File: src/rtl/join_sync_pkg.sv
package join_sync_pkg;

  // Position of the circulating control token.
  typedef enum logic [1:0] {
    TOK_BOOT   = 2'd0,  // held in reset, enters loop on first free edge
    TOK_FIRST  = 2'd1,  // waiting for either branch
    TOK_SECOND = 2'd2,  // one branch seen, waiting for the other
    TOK_REST   = 2'd3   // dead cycle after a join
  } tok_e;

endpackage

File: src/rtl/join_sync_rst.sv
module join_sync_rst #(
  parameter int STAGES = 2
) (
  input  logic clk_i,
  input  logic arst_ni,
  output logic srst_no
);

  logic [STAGES-1:0] chain_q;

  generate
    if (STAGES == 1) begin : g_single
      always_ff @(posedge clk_i or negedge arst_ni) begin
        if (!arst_ni) chain_q <= '0;
        else          chain_q <= 1'b1;
      end
    end else begin : g_chain
      always_ff @(posedge clk_i or negedge arst_ni) begin
        if (!arst_ni) chain_q <= '0;
        else          chain_q <= {chain_q[STAGES-2:0], 1'b1};
      end
    end
  endgenerate

  assign srst_no = chain_q[STAGES-1];

endmodule

File: src/rtl/join_sync_seq.sv
module join_sync_seq
  import join_sync_pkg::*;
(
  input  logic clk_i,
  input  logic rst_ni,
  input  logic a_i,
  input  logic b_i,
  output logic fire_o
);

  tok_e state_q;
  tok_e state_d;
  logic step_en;

  // Next-state and output decode
  always_comb begin
    state_d = state_q;
    fire_o  = 1'b0;
    case (state_q)
      TOK_BOOT: state_d = TOK_FIRST;
      TOK_FIRST: begin
        if (a_i && b_i) begin
          fire_o  = 1'b1;
          state_d = TOK_REST;
        end else if (a_i || b_i) begin
          state_d = TOK_SECOND;
        end
      end
      TOK_SECOND: begin
        if (a_i || b_i) begin
          fire_o  = 1'b1;
          state_d = TOK_REST;
        end
      end
      TOK_REST: state_d = TOK_FIRST;
      default:  state_d = TOK_FIRST;
    endcase
  end

  assign step_en = (state_d != state_q);

  // Token register
  always_ff @(posedge clk_i or negedge rst_ni) begin
    if (!rst_ni)      state_q <= TOK_BOOT;
    else if (step_en) state_q <= state_d;
  end

endmodule

File: src/rtl/join_sync.sv
module join_sync #(
  parameter int RST_SYNC_STAGES = 2
) (
  input  logic clk_i,
  input  logic rst_ni,
  input  logic done_a_i,
  input  logic done_b_i,
  output logic joined_o
);

  logic rst_int_n;

  join_sync_rst #(.STAGES(RST_SYNC_STAGES)) u_rst (
    .clk_i   (clk_i),
    .arst_ni (rst_ni),
    .srst_no (rst_int_n)
  );

  join_sync_seq u_seq (
    .clk_i  (clk_i),
    .rst_ni (rst_int_n),
    .a_i    (done_a_i),
    .b_i    (done_b_i),
    .fire_o (joined_o)
  );

endmodule

File: config.mk
export PLATFORM = sky130hd
export DESIGN_NAME = join_sync
export DESIGN_NICKNAME = d
export VERILOG_FILES = /design/src/rtl/join_sync_pkg.sv /design/src/rtl/join_sync_rst.sv /design/src/rtl/join_sync_seq.sv /design/src/rtl/join_sync.sv
export SDC_FILE = /design/constraint.sdc
export NUM_CORES = 1
export LEC_CHECK = 0
export ABC_AREA = 1
export BUFFER_PORTS_ARGS = -buffer_cell sky130_fd_sc_hd__buf_2
export CORE_AREA = 2 2 39 41
export DETAILED_ROUTE_END_ITERATION = 6
export DIE_AREA = 0 0 41 43
export PLACE_DENSITY = 0.44
export SYNTH_ARGS = -nofsm -noshare
export SYNTH_HDL_FRONTEND = slang
export SYNTH_HIERARCHICAL = 1
export SYNTH_SLANG_ARGS = --single-unit
File: constraint.sdc
create_clock -name clk_i -period 1.02 [get_ports clk_i]
set_clock_uncertainty 0.15 [all_clocks]
set_input_delay 0.051 -clock clk_i [delete_from_list [all_inputs] [get_ports clk_i]]
set_output_delay 0.051 -clock clk_i [all_outputs]
set_load 0.02 [all_outputs]
==> run metrics, run 1 <==
outcome=finished, violations left; failing checks=setup timing; crit end category=primary output; endpoints failing setup=3; post-route setup TNS=-806 ps; Syn-to-layout area delta=86.4%; Max IR drop VDD=between 0.9 and 1 mV; share of the synthesized area in the top cell type=45.2%; crit path max fanout=3; vias per cell=3.63; root buf cell=clkbuf_4; die height=43 um; I/O pin count=5; reg2reg end=u_seq/state_q[0]; die width=41 um; total congestion overflow=0; Distinct cells, synth=11; Avg Inst Size Synth=8.52 um2; final WL=420 um; largest net degree at the start of global routing=5; Startpoint Class=register; Pre-antenna DRT Iters=2; Port Buffer Count=4; Fin. Hold Viols=0; Max-Cap Viols=0; iteration-0 DRC count of the detailed router=2; most frequent cells in the layout=buf_4 (5), dfrtp_1 (4), nor2_2 (4), nand2_1 (4); filler instances=156; number of antenna diodes=0; die area=1760 um2; initial antenna violation count=0; Post-Syn Nets=33; CTS sink cnt=4; Initial Util=about 16%; #FFs+latches synth=4; CP Class=register to primary output; Tmin final=1390 ps; post-route ant nets=0; vias=207; final max-slew violation count=0; RSZ-0062 raised after global routing=yes; Worst EP arrival=between 1000 and 1500 ps; R2R Setup Slk=-270 ps; Global Route Usage Sum=5.85%; Final Cycle Share=136%; clock latency at the later pin of the worst-skew pair=230 ps; Min-Delay Path Class=primary input to register; WL/cell=7.37 um; Rows=14; # DRC=0; core area=roughly 1400 um2; Hold Path End=u_seq/state_q[1]; hold path startpoint=done_a_i; warnings from Yosys=6; layout cells sized above 1=58.5%; worst flop-to-flop path startpoint=u_seq/state_q[1]; CTS tree=yes; synthesized cell area=between 200 and 250 um2; P_leak=0.000180 uW; Critical Path RT=820 ps; most common cell after layout, fill and taps aside=buf_4; # nets final=50; final design utilization=about 30%; htree depth=1; maximum root-to-sink buffer count=2; cells after synthesis=26; Final WS setup=-369 ps; number of global-route vias before repair=191; post-synthesis sequential area ratio=around 45%; RePlAce Congestion=0.564; first-pass GRT wire length=655 um; R2R cell count=7; ranking of synthesized cells by area=dfrtp_1 (45%), ha_1 (17%), nand2_1 (6.8%); clock slew at reported path FFs=roughly 40 ps; FMAX=720 MHz; CTS Buf Count=3; PD cells=2840 nW/um2; Worst Hold Depth=3; post-synth top area cell=dfrtp_1
flip-flops by register name, indices dropped and copies added (netlist names):
signal         count
u_rst/chain_q      2
u_seq/state_q      2
cell usage after synthesis:
cell,n
a21oi_1,2
a31oi_1,1
conb_1,1
dfrtp_1,4
ha_1,3
inv_1,3
nand2_1,4
nand3_1,1
nor2_1,4
nor2_2,2
o21ai_0,1
worst max-delay path: stages, from the launching register on:
cell and delay, ps:
dfrtp_1 420, inv_2 90, ha_4 200, a21oi_2 120, buf_6 130
metal layers:
| metal | vias to the layer above | track usage (%) | share of wire, % |
|---|---|---|---|
| met5 | - | 0 | 0 |
| met4 | 0 | 2.00 | 0 |
| li1 | 110 | - | - |
| met1 | 92 | 4.90 | 45 |
| met2 | 5 | 9.69 | 49 |
| met3 | 0 | 4.71 | 5.7 |
kinds of logic (layout without fill, tap and decap cells):
group,Yosys count,in the layout,share of synthesized area (%)
AOI/OAI and AO/OA,4,4,9.60
and+or+nand+nor,11,11,21.5
adders and majority gates,3,3,17.0
buffers and inverters,3,18,5.08
other,1,1,1.69
DFF,4,4,45.2
worst max path at each step:
stage | to | slack, ps | start
floorplan | u_seq/state_q[0] | -150 | u_seq/state_q[0]
global placement | u_seq/state_q[0] | -230 | u_seq/state_q[0]
detailed placement | u_seq/state_q[0] | -220 | u_seq/state_q[0]
CTS | joined_o | -390 | u_seq/state_q[1]
global route | joined_o | -420 | u_seq/state_q[1]
finish | joined_o | -370 | u_seq/state_q[0]
report_power, final:
group	switching (uW)	internal [uW]
clock	56.7	131
combinational	325	397
sequential	56.6	207
total	438	735
what timing repair did:
| action | in CTS | in global routing |
|---|---|---|
| pin swaps | 5 | 2 |
| endpoints found under the setup margin | 3 | 3 |
| setup buffers | 3 | 0 |
| gates cloned | 0 | 0 |
| hold endpoints to repair | 4 | 0 |
| gates resized for setup | 4 | 6 |
| hold buffers | 3 | 0 |
per-stage QoR:
stage / hold WS (ps) / std cells / cell area (um2) / setup slack, ps / total power, uW
3_3_place_gp: -312 / 48 / 295 / -227 / 766
3_5_place_dp: -311 / 48 / 295 / -219 / 770
4_1_cts: 22.9 / 57 / 385 / -394 / 1120
6_report: 54.0 / 57 / 413 / -369 / 1170
2_1_floorplan: -395 / 26 / 240 / -151 / 600
5_1_grt: 70.2 / 57 / 413 / -419 / 1290
layout make-up:
class	instances	area, um2	area share, %
Multi-Input combinational cell	19	165	40.0
Inverter	3	11.3	2.73
Sequential cell	4	100	24.2
Clock buffer	3	22.5	5.45
Timing Repair Buffer	12	93.8	22.7
Tap cell	16	20.0	4.85
Power figures use the tool's default switching activity.
==> run 2: changes to the inputs <==
ABC_AREA = 0   (was 1)
==> run 2 against run 1 <==
  * Largest power group unchanged
  * Critical path depth is 2 higher
  * Synthesized cell count is 15% lower
  * Cell count is 5.3% lower
  * The run still ends with setup timing left
  * Critical path type unchanged
  * Utilization is 0.090 points lower
  * Flip-flop and latch count stayed put
  * Sequential power hardly changed
  * Routed wire length is 30% higher
  * Cell area is 0.30% lower
==> run metrics, run 2 <==
outcome=finished, violations left; failing checks=setup timing; maximum root-to-sink buffer count=2; die area=around 1800 um2; WHS=45.1 ps; Critical Path RT=approximately 800 ps; Max-Cap Viols=0; largest registers=u_rst/chain_q (2), u_seq/state_q (2); # nets final=47; largest net degree at the start of global routing=7; P_leak=~0.00018 uW; ranking of synthesized cells by area=dfrtp_1 (46%), ha_1 (17%), nor3_1 (4.6%); most frequent cells in the layout=dlygate4sd3_1 (4), dfrtp_1 (4); Post-Syn Nets=29; GRT met1 Usage=just under 6%; CTS sink cnt=4; Rows=14; root buf cell=clkbuf_4; WL/cell=between 10 and 15 um; CTS Buf Count=3; RePlAce Congestion=0.627; Final Cycle Share=156%; Syn-to-layout area delta=89.1%; Avg Inst Size Synth=9.90 um2; Final HPWL DP=about 360 um; gr busiest metal=met2; Worst EP arrival=approximately 1400 ps; CTS tree=yes; warnings from Yosys=6; final WL=544 um; Pre-antenna DRT Iters=1; RSZ-0062 raised after global routing=yes; die height=43 um; worst flop-to-flop path startpoint=u_seq/state_q[1]; Min-Delay Path Class=primary input to register; CP Class=register to primary output; M2 GR Usage=13.4%; share of the synthesized area in the top cell type=about 46%; post-route ant nets=0; PD cells=3240 nW/um2; ys flop type=dfrtp_1; Distinct cells, synth=14; first-pass GRT wire length=848 um; clock slew at reported path FFs=40 ps; htree depth=1; clock latency at the later pin of the worst-skew pair=230 ps; synthesized cell area=~220 um2; hold path startpoint=done_b_i; post-synth top area cell=dfrtp_1; vias=214; #FFs+latches synth=4; GRT met3 Usage=~1.6%; layout cells sized above 1=roughly 58%; filler instances=149; iteration-0 DRC count of the detailed router=0; # DRC=0; endpoints failing setup=3; vias per cell=3.96; number of antenna diodes=0; total congestion overflow=0; initial antenna violation count=0; most frequent cell after synthesis=dfrtp_1; Port Buffer Count=4; post-synthesis sequential area ratio=46.0%; number of global-route vias before repair=243; Async SR Flop Fraction=between 90% and 100%; Final WS setup=-567 ps; Max IR drop VDD=1.18 mV; Tmin final=1590 ps; die width=between 40 and 50 um; Startpoint Class=register; Crit. Startpoint=u_seq/state_q[1]; synth cell count leaders=dfrtp_1 (4), ha_1 (3), inv_1 (2), nor2_1 (2), nor3_1 (2); cells after synthesis=22; final max-slew violation count=0; Final Power=1330 uW; Cell Area, Placed=288 um2; crit end category=primary output; final instance area=412 um2; core area=between 1000 and 1500 um2; I/O pin count=5; Initial Util=15.7%; Fin. Hold Viols=0; crit path max fanout=3; Post-synth EDFFs=0; FMAX=roughly 630 MHz; Global Route Usage Sum=7.66%
-- run 2: changes by cell type in the layout (fill, tap and decap cells not counted), moves of 2 or more --
cell	delta
nand2_1	-4
nor2_2	-3
buf_4	-2
buf_6	+2
-- run 2: repair_timing --
item / in CTS / in global routing
resized for setup: 8 / 0
buffers inserted: 4 / 0
pin swaps: 7 / 3
endpoints found under the setup margin: 3 / 3
hold endpoints to repair: 5 / 0
hold buffers: 4 / 0
-- run 2: where the power goes --
group          switching (uW)  internal (uW)
sequential               53.4            208
combinational             377            511
clock                    54.2            131
-- run 2: kinds of logic (layout without fill, tap and decap cells) --
family	Yosys count	count (layout)	synth area share (%)
AO/OA/AOI/OAI	7	7	21.8
buffers and inverters	3	19	5.17
other	1	1	1.72
flip-flops	4	4	46.0
AND/OR/NAND/NOR	4	4	8.05
adder cells (fa/ha/maj)	3	3	17.2
-- run 2: routing by layer --
layer / vias up / wire, um
li1: 107 / -
met1: 102 / 206
met2: 5 / 312
met3: 0 / 25
met4: 0 / 0
met5: - / 0
-- run 2: area by class of cell --
class | instances | area, um2 | share of cell area (%)
well taps | 16 | 20.0 | 4.86
multi-input cells | 15 | 146 | 35.6
flip-flops and latches | 4 | 100 | 24.3
clock buffers | 3 | 22.5 | 5.47
inverters | 3 | 11.3 | 2.74
repair buffers | 13 | 111 | 27.1
-- run 2: final timing paths --
| path | endpoint | slack, ps | cells past startpoint |
|---|---|---|---|
| worst min-delay path | u_seq/state_q[0] | 50 | 3 |
| worst max register to register | u_seq/state_q[0] | -430 | 7 |
| min in group asynchronous | u_seq/state_q[1] | 400 | 1 |
| worst min register to register | u_rst/chain_q[1] | 200 | 0 |
| worst max-delay path | joined_o | -570 | 6 |
| max in group asynchronous | u_rst/chain_q[1] | 80 | 3 |
-- run 2: critical path: stages, from the launching register on --
cell	delay (ps)
dfrtp_1	420
inv_2	60
ha_2	170
a21o_2	190
a22oi_2	140
nor2_2	60
buf_6	130
-- run 2: stage by stage --
step / worst slack [ps] / cells / util, % / setup TNS, ps
3_3_place_gp: -359 / 43 / 20.8 / -750
6_report: -567 / 54 / 29.7 / -1400
2_1_floorplan: -246 / 22 / - / -497
3_5_place_dp: -406 / 43 / 20.8 / -847
4_1_cts: -592 / 54 / 29.7 / -1390
5_1_grt: -604 / 54 / 29.7 / -1540
==> run 3: changes to the inputs <==
ABC_AREA = 1   (was 0)
CELL_PAD_IN_SITES_DETAIL_PLACEMENT = 0   (was default)
CELL_PAD_IN_SITES_GLOBAL_PLACEMENT = 1   (was default)
PLACE_DENSITY = 0.52   (was 0.44)
==> run 3 against run 2 <==
  * The flow still finishes with violations (setup timing)
  * Cell area down 0.30%
  * Non-clock buffer count down 1
  * Cell count up 5.6%
  * Fmax up 15%
  * Combinational power down 19%
  * Largest power group unchanged
==> run metrics, run 3 (synthesis gave the netlist of run 1 again) <==
outcome=finished, violations left; failing checks=setup timing; RePlAce Congestion=0.538; die height=around 43 um; vias=218; Startpoint Class=register; vias per cell=3.82; final WL=463 um; number of global-route vias before repair=between 200 and 250; Initial Util=16.0%; Tmin final=1370 ps; I/O pin count=5; die area=1760 um2; root buf cell=clkbuf_4; Final HPWL DP=319 um; # nets final=50; area occupied by multi-input gates=~160 um2; Critical Path RT=820 ps; post-route setup TNS=-807 ps; P_leak=0.000180 uW; final design utilization=~30%; total congestion overflow=0; first-pass GRT wire length=786 um; Syn-to-layout area delta=85.3%; Pre-antenna DRT Iters=1; largest registers=u_rst/chain_q (2), u_seq/state_q (2); initial antenna violation count=0; clock latency at the later pin of the worst-skew pair=240 ps; maximum root-to-sink buffer count=2; htree depth=1; Cell Area, Placed=288 um2; Max IR drop VDD=0.722 mV; core area=1380 um2; FMAX=roughly 730 MHz; Worst EP arrival=between 1000 and 1500 ps; iteration-0 DRC count of the detailed router=0; die width=about 41 um; final max-slew violation count=0; layout cells sized above 1=56.1%; register area=between 100 and 150 um2; largest net degree at the start of global routing=5; clock slew at reported path FFs=40 ps; Final Cycle Share=135%; Fin. Hold Viols=0; CTS sink cnt=4; Final WS setup=-354 ps; CTS tree=yes; RSZ-0062 raised after global routing=yes; filler instances=150; post-route ant nets=0; CP Class=register to primary output; PD cells=2860 nW/um2; most frequent cells in the layout=buf_4 (5), dfrtp_1 (4), nand2_1 (4); Rows=14; CTS Buf Count=3; endpoints failing setup=3; Max-Cap Viols=0; most common cell after layout, fill and taps aside=buf_4; pre-CTS setup slack=-221 ps; crit path max fanout=3; crit end category=primary output; final instance area=410 um2; Port Buffer Count=4; Min-Delay Path Class=primary input to register; Global Route Usage Sum=7.27%; WHS=61.4 ps; number of antenna diodes=0; # DRC=0; WL/cell=8.12 um
[run 3: cell count changes in the layout (fill, tap and decap cells not counted), sizes merged]
| cell | before | now |
|---|---|---|
| dlygate4sd3 | 4 | 3 |
| o21bai | 1 | 0 |
| nand3 | 0 | 1 |
| a21o | 1 | 0 |
| a21oi | 1 | 2 |
| a22oi | 1 | 0 |
| nor2 | 2 | 6 |
| nand2 | 0 | 4 |
| nor3 | 2 | 0 |
| o21a | 1 | 0 |
[run 3: worst max-delay path, cell delays in order (launching register included)]
cell and delay [ps]:
dfrtp_1 390, buf_6 120, ha_4 110, nand3_2 50, a21oi_2 110, buf_4 140
[run 3: report_power, final]
group          switching (uW)  total (uW)  internal, uW
sequential               49.2         257           207
clock                    63.5         195           131
combinational             333         721           388
total                     445        1170           727
[run 3: final timing paths]
path,end,startpoint,depth (start not counted),slack [ps]
min reg2reg,u_rst/chain_q[1],u_rst/chain_q[0],0,200
max,joined_o,u_seq/state_q[0],5,-350
max in group asynchronous,u_rst/chain_q[1],rst_ni,3,80
min in group asynchronous,u_seq/state_q[0],u_rst/chain_q[1],1,390
max reg2reg,u_seq/state_q[0],u_seq/state_q[1],7,-270
min,u_seq/state_q[1],done_a_i,3,60
[run 3: cell type report]
cell class | count | share of cell area, %
inverter | 3 | 2.74
multi-input combinational | 19 | 39.6
sequential | 4 | 24.4
clock buffer | 3 | 5.49
timing repair buffer | 12 | 22.9
tap | 16 | 4.88
[run 3: what timing repair did]
item	in CTS	in global routing
endpoints found under the hold margin	4	0
buffers inserted	4	0
pin swaps	3	0
endpoints found under the setup margin	3	3
gates resized for setup	9	0
hold buffers	3	0
cloned	0	0
[run 3: through the flow]
| stage | total power [uW] | cells |
|---|---|---|
| after floorplan | 600 | 26 |
| after global placement | 730 | 47 |
| after detailed placement | 734 | 47 |
| after CTS | 1180 | 57 |
| after global routing | 1280 | 57 |
| final | 1170 | 57 |
[run 3: per-layer routing]
layer / wire length (um) / vias up / track usage (%)
met5: 0 / - / 0
met4: 0 / 0 / 6.00
met3: 36 / 0 / 4.71
met2: 257 / 5 / 11.9
met1: 168 / 102 / 5.23
li1: - / 111 / -
